==> src/rtl/chd_pkg.sv <==
// Package: shared widths and digit helpers for the decimal compression codec.
// Assumes digits are 4-bit BCD nibbles; values above 9 are treated as errors.
package chd_pkg;
    localparam int DIG_W      = 4;
    localparam int FLD_W      = DIG_W - 1;
    localparam int WIDE_DIGS  = 3;
    localparam int NAR_DIGS   = 2;
    localparam int WIDE_CODE  = 10;
    localparam int NAR_CODE   = 7;
    localparam int BCD_W      = WIDE_DIGS * DIG_W;
    localparam int CODE_PAD   = WIDE_CODE - NAR_CODE;

    typedef logic [DIG_W-1:0] digit_t;

    // Rebuild a low-class digit (0..7) from its 3-bit field.
    function automatic digit_t low_digit(input logic [FLD_W-1:0] f);
        return {1'b0, f};
    endfunction

    // Rebuild a top-class digit (8 or 9) from its single bit.
    function automatic digit_t top_digit(input logic b);
        return {3'b100, b};
    endfunction
endpackage

==> src/rtl/chd_digit_split.sv <==
// Module: splits one BCD nibble into class bit, field and error flag.
// Assumes nothing beyond a 4-bit input; pure combinational.
module chd_digit_split
    import chd_pkg::*;
(
    input  digit_t             digit,
    output logic               top,
    output logic [FLD_W-1:0]   fld,
    output logic               bad
);
    // Classify the nibble and flag values 10..15.
    always_comb begin
        top = digit[DIG_W-1];
        fld = digit[FLD_W-1:0];
        bad = digit[DIG_W-1] & (digit[2] | digit[1]);
    end
endmodule

==> src/rtl/chd_encoder.sv <==
// Module: packs three digits into 10 bits, or two digits into 7 bits.
// Assumes: narrow mode feeds a zero third digit into the wide layout; the
// narrow code is then the upper seven bits, since the narrow prefixes match.
module chd_encoder
    import chd_pkg::*;
(
    input  logic [BCD_W-1:0]     bcd,
    input  logic                 narrow,
    output logic [WIDE_CODE-1:0] code,
    output logic                 bad
);
    logic [WIDE_DIGS-1:0][DIG_W-1:0] dig;
    logic [WIDE_DIGS-1:0]            hi;
    logic [WIDE_DIGS-1:0][FLD_W-1:0] fld;
    logic [WIDE_DIGS-1:0]            bad_d;
    logic [WIDE_CODE-1:0]            wide;

    // Route nibbles to digit slots depending on the mode.
    always_comb begin
        if (narrow) begin
            dig[2] = bcd[2*DIG_W-1:DIG_W];
            dig[1] = bcd[DIG_W-1:0];
            dig[0] = '0;
        end else begin
            dig[2] = bcd[3*DIG_W-1:2*DIG_W];
            dig[1] = bcd[2*DIG_W-1:DIG_W];
            dig[0] = bcd[DIG_W-1:0];
        end
    end

    genvar gi;
    generate
        for (gi = 0; gi < WIDE_DIGS; gi++) begin : g_split
            chd_digit_split u_split (
                .digit (dig[gi]),
                .top   (hi[gi]),
                .fld   (fld[gi]),
                .bad   (bad_d[gi])
            );
        end
    endgenerate

    // Select the layout from the set of top-class positions.
    always_comb begin
        case (hi)
            3'b000:  wide = {1'b0, fld[2], fld[1], fld[0]};
            3'b100:  wide = {3'b100, fld[2][0], fld[1], fld[0]};
            3'b010:  wide = {3'b101, fld[2], fld[1][0], fld[0]};
            3'b001:  wide = {3'b110, fld[2], fld[1], fld[0][0]};
            3'b110:  wide = {5'b11100, fld[2][0], fld[1][0], fld[0]};
            3'b101:  wide = {5'b11101, fld[2][0], fld[1], fld[0][0]};
            3'b011:  wide = {5'b11110, fld[2], fld[1][0], fld[0][0]};
            default: wide = {7'b1111100, fld[2][0], fld[1][0], fld[0][0]};
        endcase
    end

    // Final word and error; the third slot is a constant zero in narrow mode.
    always_comb begin
        bad  = |bad_d;
        if (bad)
            code = '0;
        else if (narrow)
            code = {{CODE_PAD{1'b0}}, wide[WIDE_CODE-1:CODE_PAD]};
        else
            code = wide;
    end
endmodule

==> src/rtl/chd_decoder.sv <==
// Module: unpacks a 10-bit word to three digits or a 7-bit word to two.
// Assumes: a narrow word is padded with three zero bits and decoded by the
// wide tree; prefixes that only exist in the wide format are rejected.
module chd_decoder
    import chd_pkg::*;
(
    input  logic [WIDE_CODE-1:0] code,
    input  logic                 narrow,
    output logic [BCD_W-1:0]     bcd,
    output logic                 bad
);
    logic [WIDE_CODE-1:0] w;
    digit_t               da, db, dc;
    logic                 wide_ok;
    logic                 nar_ok;

    // Align the narrow word to the top of the wide word.
    always_comb begin
        if (narrow) w = {code[NAR_CODE-1:0], {CODE_PAD{1'b0}}};
        else        w = code;
    end

    // Decode the prefix tree of the wide format.
    always_comb begin
        da = '0; db = '0; dc = '0; wide_ok = 1'b1;
        casez (w)
            10'b0?????????: begin
                da = low_digit(w[8:6]); db = low_digit(w[5:3]); dc = low_digit(w[2:0]);
            end
            10'b100???????: begin
                da = top_digit(w[6]);   db = low_digit(w[5:3]); dc = low_digit(w[2:0]);
            end
            10'b101???????: begin
                da = low_digit(w[6:4]); db = top_digit(w[3]);   dc = low_digit(w[2:0]);
            end
            10'b110???????: begin
                da = low_digit(w[6:4]); db = low_digit(w[3:1]); dc = top_digit(w[0]);
            end
            10'b11100?????: begin
                da = top_digit(w[4]);   db = top_digit(w[3]);   dc = low_digit(w[2:0]);
            end
            10'b11101?????: begin
                da = top_digit(w[4]);   db = low_digit(w[3:1]); dc = top_digit(w[0]);
            end
            10'b11110?????: begin
                da = low_digit(w[4:2]); db = top_digit(w[1]);   dc = top_digit(w[0]);
            end
            10'b1111100???: begin
                da = top_digit(w[2]);   db = top_digit(w[1]);   dc = top_digit(w[0]);
            end
            default: wide_ok = 1'b0;
        endcase
    end

    // Narrow words may only use the four short prefixes.
    always_comb begin
        nar_ok = ~w[9] | (w[9:8] == 2'b10) | (w[9:5] == 5'b11100);
    end

    // Assemble digits; an unused code yields all-zero digits.
    always_comb begin
        bad = narrow ? ~nar_ok : ~wide_ok;
        if (bad)         bcd = '0;
        else if (narrow) bcd = {{DIG_W{1'b0}}, da, db};
        else             bcd = {da, db, dc};
    end
endmodule

==> src/rtl/chd_codec.sv <==
// Module: top of the decimal compression codec. Combinational encoder and
// decoder followed by one register stage; result appears one clock after
// the request. Assumes synchronous active-low reset and one request per cycle.
module chd_codec
    import chd_pkg::*;
(
    input  logic                 clk,
    input  logic                 rst_n,
    input  logic                 in_valid,
    input  logic                 dir,
    input  logic                 narrow,
    input  logic [BCD_W-1:0]     bcd_in,
    input  logic [WIDE_CODE-1:0] code_in,
    output logic                 out_valid,
    output logic [WIDE_CODE-1:0] code_out,
    output logic                 bad_digit,
    output logic [BCD_W-1:0]     bcd_out,
    output logic                 bad_code
);
    logic [WIDE_CODE-1:0] enc_code;
    logic                 enc_bad;
    logic [BCD_W-1:0]     dec_bcd;
    logic                 dec_bad;
    logic                 dir_q;
    logic                 narrow_q;

    chd_encoder u_enc (
        .bcd    (bcd_in),
        .narrow (narrow),
        .code   (enc_code),
        .bad    (enc_bad)
    );

    chd_decoder u_dec (
        .code   (code_in),
        .narrow (narrow),
        .bcd    (dec_bcd),
        .bad    (dec_bad)
    );

    // Capture the result of the selected direction; the other side reads zero.
    always_ff @(posedge clk) begin
        if (!rst_n) begin
            out_valid <= 1'b0;
            code_out  <= '0;
            bad_digit <= 1'b0;
            bcd_out   <= '0;
            bad_code  <= 1'b0;
            dir_q     <= 1'b0;
            narrow_q  <= 1'b0;
        end else begin
            out_valid <= in_valid;
            if (in_valid) begin
                dir_q     <= dir;
                narrow_q  <= narrow;
                code_out  <= dir ? '0 : enc_code;
                bad_digit <= dir ? 1'b0 : enc_bad;
                bcd_out   <= dir ? dec_bcd : '0;
                bad_code  <= dir ? dec_bad : 1'b0;
            end
        end
    end

    AST_VALID_RISE: assert property (@(posedge clk) disable iff (!rst_n)
        in_valid |=> out_valid);
    AST_VALID_FALL: assert property (@(posedge clk) disable iff (!rst_n)
        !in_valid |=> !out_valid);
    AST_NARROW_PAD: assert property (@(posedge clk) disable iff (!rst_n)
        (out_valid && !dir_q && narrow_q) |-> (code_out[9:7] == 3'b000));
    AST_BAD_ENC_ZERO: assert property (@(posedge clk) disable iff (!rst_n)
        (out_valid && bad_digit) |-> (code_out == '0));
    AST_BAD_DEC_ZERO: assert property (@(posedge clk) disable iff (!rst_n)
        (out_valid && bad_code) |-> (bcd_out == '0));
    AST_WIDE_UNUSED: assert property (@(posedge clk) disable iff (!rst_n)
        (out_valid && dir_q && !narrow_q) |->
        (bad_code == (($past(code_in[9:5]) == 5'b11111) && ($past(code_in[4:3]) != 2'b00))));
    AST_NARROW_TOP: assert property (@(posedge clk) disable iff (!rst_n)
        (out_valid && dir_q && narrow_q) |-> (bcd_out[11:8] == 4'h0));
    AST_SIDE_QUIET: assert property (@(posedge clk) disable iff (!rst_n)
        out_valid |-> (dir_q ? (code_out == '0 && !bad_digit) : (bcd_out == '0 && !bad_code)));
    AST_DIGITS_LEGAL: assert property (@(posedge clk) disable iff (!rst_n)
        (out_valid && dir_q) |-> (bcd_out[11:8] <= 4'd9 && bcd_out[7:4] <= 4'd9 && bcd_out[3:0] <= 4'd9));
endmodule

==> config.mk <==
export PLATFORM = sky130hd
export DESIGN_NAME = chd_codec
export DESIGN_NICKNAME = d
export VERILOG_FILES = /design/src/rtl/chd_pkg.sv /design/src/rtl/chd_digit_split.sv /design/src/rtl/chd_encoder.sv /design/src/rtl/chd_decoder.sv /design/src/rtl/chd_codec.sv
export SDC_FILE = /design/constraint.sdc
export NUM_CORES = 1
export LEC_CHECK = 0
export BUFFER_PORTS_ARGS = -buffer_cell sky130_fd_sc_hd__buf_2
export CAP_MARGIN = 20
export CORE_ASPECT_RATIO = 1.25
export CORE_UTILIZATION = 52
export DETAILED_ROUTE_END_ITERATION = 12
export PLACE_DENSITY_LB_ADDON = 0.12
export SLEW_MARGIN = 15
export SYNTH_ARGS = -nofsm -noshare
export SYNTH_HDL_FRONTEND = slang
export SYNTH_SLANG_ARGS = --single-unit
export TNS_END_PERCENT = 5
==> constraint.sdc <==
create_clock -name clk -period 1.9 [get_ports clk]
set_input_delay 0 -clock clk [delete_from_list [all_inputs] [get_ports clk]]
set_output_delay 0 -clock clk [all_outputs]
set_load 0.005 [all_outputs]
==> metrics.md <==
| Metric | Value |
|---|---|
| Status | finished clean |
| First-pass GRT wire length | 7.69 mm |
| Post-CTS Setup Bufs | 0 |
| Ports | 52 |
| Most frequent cells in the layout | buf_2 (51), dfxtp_1 (25), nand2_1 (22) |
| Seq/Total Area, Yosys | 27.9% |
| Cell type with the highest aggregate area in the netlist | dfxtp_1 |
| Initial antenna violation count | 0 |
| Grt ovf | 0 |
| Final #Nets | around 300 |
| Synth Instances | between 200 and 250 |
| Crit path DAT | 1.73 ns |
| Final worst path period need | about 1.5 ns |
| Yosys Warn Count | 0 |
| Max clock buf depth | 2 |
| Layout area overhead | 19.6% |
| CTS tree | yes |
| Setup TNS | 0 ns |
| Hpwl dp | between 3 and 4 mm |
| Total power | 1.22 mW |
| Fmax | approximately 660 MHz |
| Fillcell total | between 300 and 400 |
| PwrDens | roughly 570 nW/um^2 |
| Post-route ant nets | 0 |
| Initial core utilization | between 50% and 60% |
| WL/cell | around 16 microns |
| PortBufs | between 50 and 60 |
| Share of post-route cells with drive strength above 1 | about a third |
| Area occupied by multi-input gates | 1190 sq um |
| Net count after synthesis | roughly 240 |
| Vias after detailed routing | 1833 |
| Most common cell after layout, fill and taps aside | buf_2 |
| Worst-Skew Late Latency | around 0.27 ns |
| DRT Pass-1 Iters | 4 |
| Crit path required time | between 2 and 2.5 ns |
| Antenna Cells | 0 |
| Post-synth ARST share | 0% |
| Syn avg cell area | 8.26 sq um |
| Clk slew on worst S/H paths | 0.09 ns |
| Leak | 0.874 nW |
| Post-synth top flop | dfxtp_1 |
| Core area | roughly 3300 sq um |
| Unrepaired setup endpoints after global routing | false |
| Die ar. | 3690 sq um |
| Vias per std cell | about 6.0 |
| Overall routing resource usage | about 29% |
| Depth of the CTS H-tree | 1 |
| Worst Setup Start Kind | input pin |
| Number of synthesized flops with an enable pin | 0 |
| Hold Path Origin | in_valid |
| Setup Skew | 0 ns |
| Vias in the first global route | 1667 |
| Worst Tran Pin Value | 0.531 ns |
| Final Wtd Congestion | around 0.92 |
| Num CTS Buffers | 3 |
| Root buf cell | clkbuf_8 |
| DRC Markers | 0 |
| DR iter-0 viols | slightly above 70 |
| Largest fanout on the critical path | 18 |
| CP Launch Point | narrow |
| Clk sinks | 25 |
| RR Startpoint | bad_digit$_SDFFE_PN0P_ |
| Flip-flop and latch count after synthesis | 25 |
| Die height | just under 70 microns |
| Placement row count | 23 |
| Max-slew violations | 0 |
| Max cap viols | 0 |
| CP Class | in -> reg |
| Fin crit share | roughly 79% |
| Synth top area cells | dfxtp_1 (28%), nor2b_1 (5.2%), nand2_1 (4.6%), mux2_2 (3.8%), o21ai_0 (3.4%) |
| Distinct cells, synth | 54 |
| Post-synth top area share | between 20 and 30% |
| Min-delay worst type | in -> reg |
| Storage element area | around 500 sq um |
| # setup viols final | 0 |
| CP endpoint kind | register |
| DRT Wirelength | 4.89 mm |
| Synthesized area | roughly 1800 sq um |
| Fin. Hold Viols | 0 |
| Pin count of the biggest net entering global routing | 23 |
| Peak VDD IR | between 0.4 and 0.5 mV |
| Rel. slew slack | 64.4% |
| Die Wd | roughly 55 microns |
state kept, by name, indices dropped and copies added, names as in the netlist:
name and flops:
bad_code 1, bad_digit 1, bcd_out 12, code_out 10, out_valid 1
worst max-delay path, cell delays in order:
cell      delay, ns
buf_2          0.36
buf_4          0.25
mux2i_2        0.43
a211oi_1       0.09
o21ai_0        0.29
a21o_1         0.16
a32o_1         0.14
routing by layer:
layer	routed length (microns)	track usage [%]
met4	74	8.33
met1	2030	32.7
met2	2600	53.7
met5	0	0
met3	188	2.70
through the flow:
step	std cells	worst slack, ns	hold slack, ns	utilization (%)	cell area (sq um)
3_3_place_gp	300	0.181	0.262	64.1	2080
3_5_place_dp	300	0.165	0.267	64.1	2080
6_report	305	0.396	0.0443	65.9	2140
5_1_grt	305	0.347	0.0593	65.9	2140
4_1_cts	305	0.449	0.0399	65.9	2140
2_1_floorplan	217	0.487	0.122	-	1790
worst paths after layout:
check	endpoint	slack, ns	depth (start not counted)
setup / recovery	bcd_out[6]$_SDFFE_PN0P_	0.40	7
hold / removal	out_valid$_SDFF_PN0_	0.04	2
setup reg to reg	bad_digit$_SDFFE_PN0P_	1.21	2
hold reg to reg	code_out[9]$_SDFFE_PN0P_	0.47	2
cell type report:
| cell class | instances | area share (%) |
|---|---|---|
| Multi-Input combinational cell | 173 | 55.6 |
| Sequential cell | 25 | 23.4 |
| Timing Repair Buffer | 62 | 15.9 |
| Tap cell | 37 | 2.16 |
| Clock buffer | 3 | 1.93 |
| Inverter | 4 | 0.701 |
| Clock inverter | 1 | 0.350 |
power breakdown:
part	internal (mW)	leakage [nW]	switching (mW)
sequential	0.540	0.203	0.00758
combinational	0.146	0.650	0.200
clock	0.149	0.0217	0.181
synth_stat cells (3+ instances only):
| cell type | number |
|---|---|
| nand2_1 | 22 |
| a221o_1 | 3 |
| clkbuf_1 | 7 |
| or2_2 | 3 |
| mux2i_2 | 3 |
| and2_1 | 5 |
| inv_1 | 3 |
| a211oi_1 | 5 |
| nand3_1 | 11 |
| a21boi_0 | 5 |
| o21ai_0 | 12 |
| o211ai_1 | 4 |
| buf_2 | 4 |
| nand4_1 | 3 |
| a32oi_1 | 3 |
| a22oi_1 | 7 |
| nor2b_1 | 15 |
| a32o_1 | 4 |
| nor2_1 | 11 |
| nand2b_1 | 3 |
| dfxtp_1 | 25 |
| mux2_2 | 6 |
| nor3_1 | 3 |
| buf_6 | 3 |
| a21oi_1 | 9 |
kinds of logic (layout without fill, tap and decap cells):
family	Yosys count	in the layout	synth area share [%]
simple gates	84	84	24.7
compound gates	75	75	32.3
flops	25	25	27.9
buf+inv	19	70	5.59
mux	12	12	8.45
xor+xnor	2	2	0.978
what timing repair did:
item                      in CTS  in global routing
hold endpoints to repair       1                  0
hold buffers                   1                  0
resized for setup              0                  0
No activity file was read; power rests on OpenSTA's default activity.
